[config.mk]
export PLATFORM = sky130hd
export DESIGN_NAME = dma_addr_gen
export DESIGN_NICKNAME = d
export VERILOG_FILES = /design/src/rtl/dma_ag_pkg.sv /design/src/rtl/agen_count.sv /design/src/rtl/agen_step.sv /design/src/rtl/agen_align.sv /design/src/rtl/dma_addr_gen.sv
export SDC_FILE = /design/constraint.sdc
export NUM_CORES = 1
export LEC_CHECK = 0
export ABC_AREA = 1
export BUFFER_PORTS_ARGS = -buffer_cell sky130_fd_sc_hd__buf_2
export CAP_MARGIN = 20
export CORE_ASPECT_RATIO = 1.75
export CORE_UTILIZATION = 65
export DETAILED_ROUTE_END_ITERATION = 10
export GPL_TIMING_DRIVEN = 1
export HOLD_SLACK_MARGIN = 0.05
export PLACE_DENSITY = 0.91
export SLEW_MARGIN = 20
export SYNTH_ARGS = -nofsm -noshare
export SYNTH_HDL_FRONTEND = slang
export SYNTH_SLANG_ARGS = --single-unit
export TNS_END_PERCENT = 20
[constraint.sdc]
create_clock -name clk -period 8.66 [get_ports clk]
set_input_delay 0.866 -clock clk [delete_from_list [all_inputs] [get_ports clk]]
set_output_delay 0.866 -clock clk [all_outputs]
set_load 0.05 [all_outputs]
[src/rtl/dma_ag_pkg.sv]
package dma_ag_pkg;

  typedef enum logic [1:0] {
    AM_FIXED = 2'd0,
    AM_INCR  = 2'd1,
    AM_SIDX  = 2'd2,
    AM_DIDX  = 2'd3
  } amode_e;

  typedef enum logic [1:0] {
    ST_IDLE = 2'd0,
    ST_RUN  = 2'd1,
    ST_DONE = 2'd2,
    ST_HALT = 2'd3
  } agst_e;

  // element size code to byte count
  function automatic logic [2:0] es_bytes(input logic [1:0] code);
    case (code)
      2'd0:    return 3'd1;
      2'd1:    return 3'd2;
      default: return 3'd4;
    endcase
  endfunction

endpackage

[src/rtl/agen_count.sv]
module agen_count #(
  parameter int W = 16
) (
  input  logic         clk,
  input  logic         rst_n,
  input  logic         clear,
  input  logic         adv,
  input  logic [W-1:0] limit,
  output logic [W-1:0] cnt,
  output logic         at_last
);
  // a limit of zero wraps to the full 2**W range
  assign at_last = (cnt == limit - W'(1));

  always_ff @(posedge clk or negedge rst_n) begin
    if (!rst_n)      cnt <= '0;
    else if (clear)  cnt <= '0;
    else if (adv)    cnt <= at_last ? '0 : cnt + W'(1);
  end
endmodule

[src/rtl/agen_step.sv]
module agen_step
  import dma_ag_pkg::*;
#(
  parameter int AW = 32,
  parameter int IW = 16
) (
  input  logic [AW-1:0] cur,
  input  amode_e        mode,
  input  logic [2:0]    esb,
  input  logic [IW-1:0] eidx,
  input  logic [IW-1:0] fidx,
  input  logic          frame_end,
  output logic [AW-1:0] nxt
);
  localparam int PADW = AW - IW;

  function automatic logic [AW-1:0] sext(input logic [IW-1:0] v);
    return {{PADW{v[IW-1]}}, v};
  endfunction

  // pointer rests on the top byte of the element just accessed
  function automatic logic [AW-1:0] step_from(
    input logic [AW-1:0] a, input amode_e m, input logic [2:0] sz,
    input logic [IW-1:0] ei, input logic [IW-1:0] fi, input logic fe);
    logic [AW-1:0] top;
    top = a + AW'(sz) - AW'(1);
    case (m)
      AM_FIXED: return a;
      AM_INCR:  return top + AW'(1);
      AM_SIDX:  return top + sext(ei);
      default:  return top + sext(fe ? fi : ei);
    endcase
  endfunction

  assign nxt = step_from(cur, mode, esb, eidx, fidx, frame_end);
endmodule

[src/rtl/agen_align.sv]
module agen_align #(
  parameter int AW = 32
) (
  input  logic [AW-1:0] cur,
  input  logic [2:0]    esb,
  output logic          misaligned
);
  logic [1:0] low_mask;
  assign low_mask   = esb[1:0] - 2'd1 | {esb[2], esb[2]};
  assign misaligned = |(cur[1:0] & low_mask);
endmodule

[src/rtl/dma_addr_gen.sv]
module dma_addr_gen
  import dma_ag_pkg::*;
#(
  parameter int AW = 32,
  parameter int IW = 16,
  parameter int CW = 16
) (
  input  logic          clk,
  input  logic          rst_n,
  input  logic          start,
  input  logic [AW-1:0] cfg_base,
  input  logic [1:0]    cfg_mode,
  input  logic [1:0]    cfg_esz,
  input  logic [IW-1:0] cfg_eidx,
  input  logic [IW-1:0] cfg_fidx,
  input  logic [CW-1:0] cfg_elems,
  input  logic [CW-1:0] cfg_frames,
  input  logic          addr_ready,
  output logic          addr_valid,
  output logic [AW-1:0] addr,
  output logic          frame_last,
  output logic          block_last,
  output logic          done,
  output logic          err
);
  agst_e         st;
  amode_e        mode_q;
  logic [1:0]    esz_q;
  logic [IW-1:0] eidx_q, fidx_q;
  logic [CW-1:0] elems_q, frames_q;
  logic [AW-1:0] cur, nxt;

  // named internal events
  logic [2:0]    esb;
  logic          misaligned;
  logic          xfer;
  logic          frame_end;
  logic          last_frame;
  logic          block_end;
  logic [CW-1:0] elem_cnt, frame_cnt;

  assign esb = es_bytes(esz_q);

  agen_align #(.AW(AW)) u_align (
    .cur(cur), .esb(esb), .misaligned(misaligned)
  );

  agen_step #(.AW(AW), .IW(IW)) u_step (
    .cur(cur), .mode(mode_q), .esb(esb), .eidx(eidx_q), .fidx(fidx_q),
    .frame_end(frame_end), .nxt(nxt)
  );

  agen_count #(.W(CW)) u_elem_cnt (
    .clk(clk), .rst_n(rst_n), .clear(start), .adv(xfer),
    .limit(elems_q), .cnt(elem_cnt), .at_last(frame_end)
  );

  agen_count #(.W(CW)) u_frame_cnt (
    .clk(clk), .rst_n(rst_n), .clear(start), .adv(xfer & frame_end),
    .limit(frames_q), .cnt(frame_cnt), .at_last(last_frame)
  );

  assign block_end  = frame_end & last_frame;
  assign addr_valid = (st == ST_RUN) & ~misaligned;
  assign xfer       = addr_valid & addr_ready & ~start;
  assign addr       = cur;
  assign frame_last = addr_valid & frame_end;
  assign block_last = addr_valid & block_end;
  assign done       = (st == ST_DONE);
  assign err        = (st == ST_HALT);

  always_ff @(posedge clk or negedge rst_n) begin
    if (!rst_n) begin
      st       <= ST_IDLE;
      cur      <= '0;
      mode_q   <= AM_FIXED;
      esz_q    <= '0;
      eidx_q   <= '0;
      fidx_q   <= '0;
      elems_q  <= '0;
      frames_q <= '0;
    end else if (start) begin
      st       <= ST_RUN;
      cur      <= cfg_base;
      mode_q   <= amode_e'(cfg_mode);
      esz_q    <= cfg_esz;
      eidx_q   <= cfg_eidx;
      fidx_q   <= cfg_fidx;
      elems_q  <= cfg_elems;
      frames_q <= cfg_frames;
    end else if (st == ST_RUN) begin
      if (misaligned)     st  <= ST_HALT;
      else if (xfer) begin
        if (block_end)    st  <= ST_DONE;
        else              cur <= nxt;
      end
    end
  end
endmodule

==> impl_metrics.py <==
metrics = {
    "outcome": {
        "status": "finished, final reports clean",
    },
    "worst_setup_path": {
        "slowest_delay_ps": 530,
        "cp_slowest_cell": "nand3_2",
        "path_class": "reg2reg",
        "crit_buf_inv": 5,
        "endpoint_kind": "register",
        "path_max_fanout": 34,
        "cp-start-kind": "register",
        "cp_data_required_time_ps": 8980,
        "worstPathArrival_ps": 5660,
        "cp_top_family": "simple AND/OR/NAND/NOR gates",
        "cp_common_cell": "nand2_1",
    },
    "clocking": {
        "cts_resized": 0,
        "cts_setup_buffers": 0,
        "cts_tree": "done",
        "cts_max_path_buffers": 2,
        "cts_buffers": 17,
        "clk_pin_slew_ps": 60,
        "clock_latency_ps": 430,
        "cts_root_buf": "clkbuf_16",
        "cts_max_level": 4,
        "clock_sinks": 134,
        "holdBufCountCts": 0,
    },
    "route": {
        "drt-total-wl_um": 34310,
        "num_vias": 11680,
        "drtAntennaViolNets": 0,
        "drt-vias-per-instance": 5.731,
        "drtPass1Iterations": 7,
        "wl_per_cell_um": 16.84,
        "drc": 0,
        "drt_iter0_drc": 852,
    },
    "global_route": {
        "grt_max_degree": 73,
        "antenna_found_initial": 3,
        "grt_pass1_wl_um": 55080,
        "track_usage": 0.3997,
        "grt_overflow": 0,
        "grt_pass1_vias": 11560,
    },
    "layout": {
        "layout.cells.non_filler": 2037,
        "drive_above_1_share": 0.1300,
        "final_util": 0.7552,
        "multi_input_area_um2": 6833,
        "fin_nets": 1966,
        "fillers": 1397,
        "design_area_um2": 12800,
        "area_growth_pct": 13.18,
        "regArea_um2": 3353,
    },
    "timing": {
        "fin_tns_setup_ps": 0,
        "timing.final.crit_share": 0.6171,
        "tightest_slew_ps": 1040,
        "rsz0062_at_grt": "false",
        "max_freq_mhz": 187.1,
        "slew_viol_final": 0,
        "clock_skew_ps": 8.702,
        "period_needed_ps": 5345,
        "relSlewSlack": 0.2996,
        "setup_viol": 0,
        "final_hold_viol_count": 0,
    },
    "synth": {
        "syn_area_um2": 11310,
        "synth_cell_types": 53,
        "synth.ff_latch_count": 134,
        "ys_seq_area_frac": 0.2965,
        "syn_area_per_cell_um2": 6.780,
        "synth_nets": 1840,
        "synth_edf_count": 0,
        "synth_cells": 1668,
        "synthArstFlopShare": 1.000,
        "synth_flop_cell": "dfrtp_1",
        "synth_warnings": 0,
    },
    "floorplan": {
        "dieArea_um2": 17950,
        "ios": 141,
        "fp-row-count": 63,
        "fp.dieH_um": 176.5,
        "start_util": 0.6673,
        "coreArea_um2": 16950,
        "die_x_um": 101.7,
    },
    "power": {
        "cellLeakagePower_nw": 6.579,
        "p_per_area_nw_per_um2": 350.5,
        "ir_drop_v": 0.0003312,
        "power.total_mw": 4.486,
    },
    "place": {
        "port-buffer-count": 140,
        "dp.cells": 2002,
        "gp_congestion": 0.9812,
        "dp.final_hpwl_um": 26380,
        "placed_area_um2": 12180,
    },
    "hold_path": {
        "hp-class": "in2async",
    },
    "flow_run": {
        "cap_violations": 0,
    },
}
-- synth_stat cells (2+ instances only) --
cell         n  area [um2]
a211oi_1     2       15.01
a21boi_0     2       15.01
a21o_1       7       52.55
a21oi_1     74       370.4
a221oi_1     2       17.52
a22oi_1      5       37.54
a31oi_1      7       43.79
buf_1        8       30.03
buf_2        5       25.02
clkbuf_1    23       86.33
clkinv_1     2       7.510
dfrtp_1    134        3353
fa_1         2       40.04
ha_1        66       825.8
inv_1      255       957.2
nand2_1    405        1520
nand2_2     15       93.84
nand3_1     92       460.4
nand3_2      9       90.09
nand3_4      3       52.55
nand3b_1     7       52.55
nand4_1     15       93.84
nor2_1     145       544.3
nor2_2      15       93.84
nor2_4       5       56.30
nor3_1      20       100.1
nor3_2       2       20.02
nor3b_1      4       30.03
nor4_1       9       56.30
o2111ai_1    2       17.52
o211ai_1     9       67.56
o21a_1       2       15.01
o21ai_0    159       795.8
o21ai_1      5       25.02
o21ai_2      4       35.03
o21bai_1     7       52.55
o221ai_1     5       43.79
o22ai_1     25       156.4
o32ai_1      5       43.79
or2_2        2       12.51
xnor2_1     30       262.8
xor2_1      62       543.0
-- layout by cell type, fill, tap and decap left out, types with 4 or more instances in the layout --
cell type  instances
nand2_1          404
inv_1            255
o21ai_0          159
nor2_1           145
buf_2            138
dfrtp_1          134
nand3_1           92
a21oi_1           74
ha_1              66
xor2_1            62
xnor2_1           30
o22ai_1           25
nor3_1            20
clkbuf_16         17
nand2_2           16
nor2_2            15
nand4_1           15
nand3_2            9
nor4_1             9
o211ai_1           9
nand3b_1           7
o21bai_1           7
a21o_1             7
a31oi_1            7
buf_4              6
nor2_4             5
o32ai_1            5
o21ai_1            5
a22oi_1            5
o221ai_1           5
o21ai_2            4
nor3b_1            4
clkinv_2           4
clkinv_4           4
-- layer usage --
metal / global-route usage / part of all wire / vias to the layer above
met4: 0.2663 / 0.063 / 0
met2: 0.7176 / 0.52 / 446
met5: 0 / 0 / -
li1: - / - / 5684
met1: 0.4112 / 0.36 / 5414
met3: 0.07561 / 0.053 / 131
-- kinds of logic after synthesis --
group	count (synthesis)	share of synthesized area
xor+xnor	92	0.07125
mux	1	0.0009957
compound gates	326	0.1626
simple gates	752	0.2925
buf+inv	295	0.09947
fa+ha+maj	68	0.07657
flops	134	0.2965
-- power by group --
part           switching, mW  internal, mW  total, mW
combinational           1.98         0.961       2.94
clock                  0.288         0.467      0.755
sequential            0.0853         0.707      0.792
-- per-stage QoR --
| stage | setup slack [ps] | hold WS [ps] |
|---|---|---|
| floorplan | 4329 | 460.8 |
| global placement | 3572 | 490.1 |
| detailed placement | 3366 | 490.1 |
| CTS | 3349 | 450.0 |
| global route | 2556 | 477.4 |
| finish | 3316 | 424.6 |
-- state kept, by name, indices dropped and copies added (netlist names) --
| name | cells |
|---|---|
| eidx_q | 16 |
| u_elem_cnt.cnt | 16 |
| st | 2 |
| elems_q | 16 |
| u_frame_cnt.cnt | 16 |
| esz_q | 2 |
| fidx_q | 16 |
| frames_q | 16 |
| addr | 32 |
| mode_q | 2 |
-- worst paths after layout --
path / slack, ps / endpoint / cells after the start / start
max: 3320 / addr[31]$_DFFE_PN0P_ / 31 / elems_q[0]$_DFFE_PN0P_
min: 420 / u_elem_cnt.cnt[14]$_DFFE_PN0N_ / 1 / rst_n
max reg2reg: 3320 / addr[31]$_DFFE_PN0P_ / 31 / elems_q[0]$_DFFE_PN0P_
min reg2reg: 510 / elems_q[15]$_DFFE_PN0P_ / 2 / elems_q[15]$_DFFE_PN0P_
max in group asynchronous: 6820 / addr[30]$_DFFE_PN0P_ / 2 / rst_n
min in group clk: 510 / elems_q[15]$_DFFE_PN0P_ / 2 / elems_q[15]$_DFFE_PN0P_
-- layout make-up --
cell class              count  area share
diodes                      3   0.0005866
inverters                 257     0.07537
clock buffers              20     0.03568
repair buffers            145     0.05836
clock inverters            12     0.01193
flip-flops and latches    134      0.2620
well taps                 227     0.02219
multi-input cells        1239      0.5339
(Power assumes the default switching activity.)
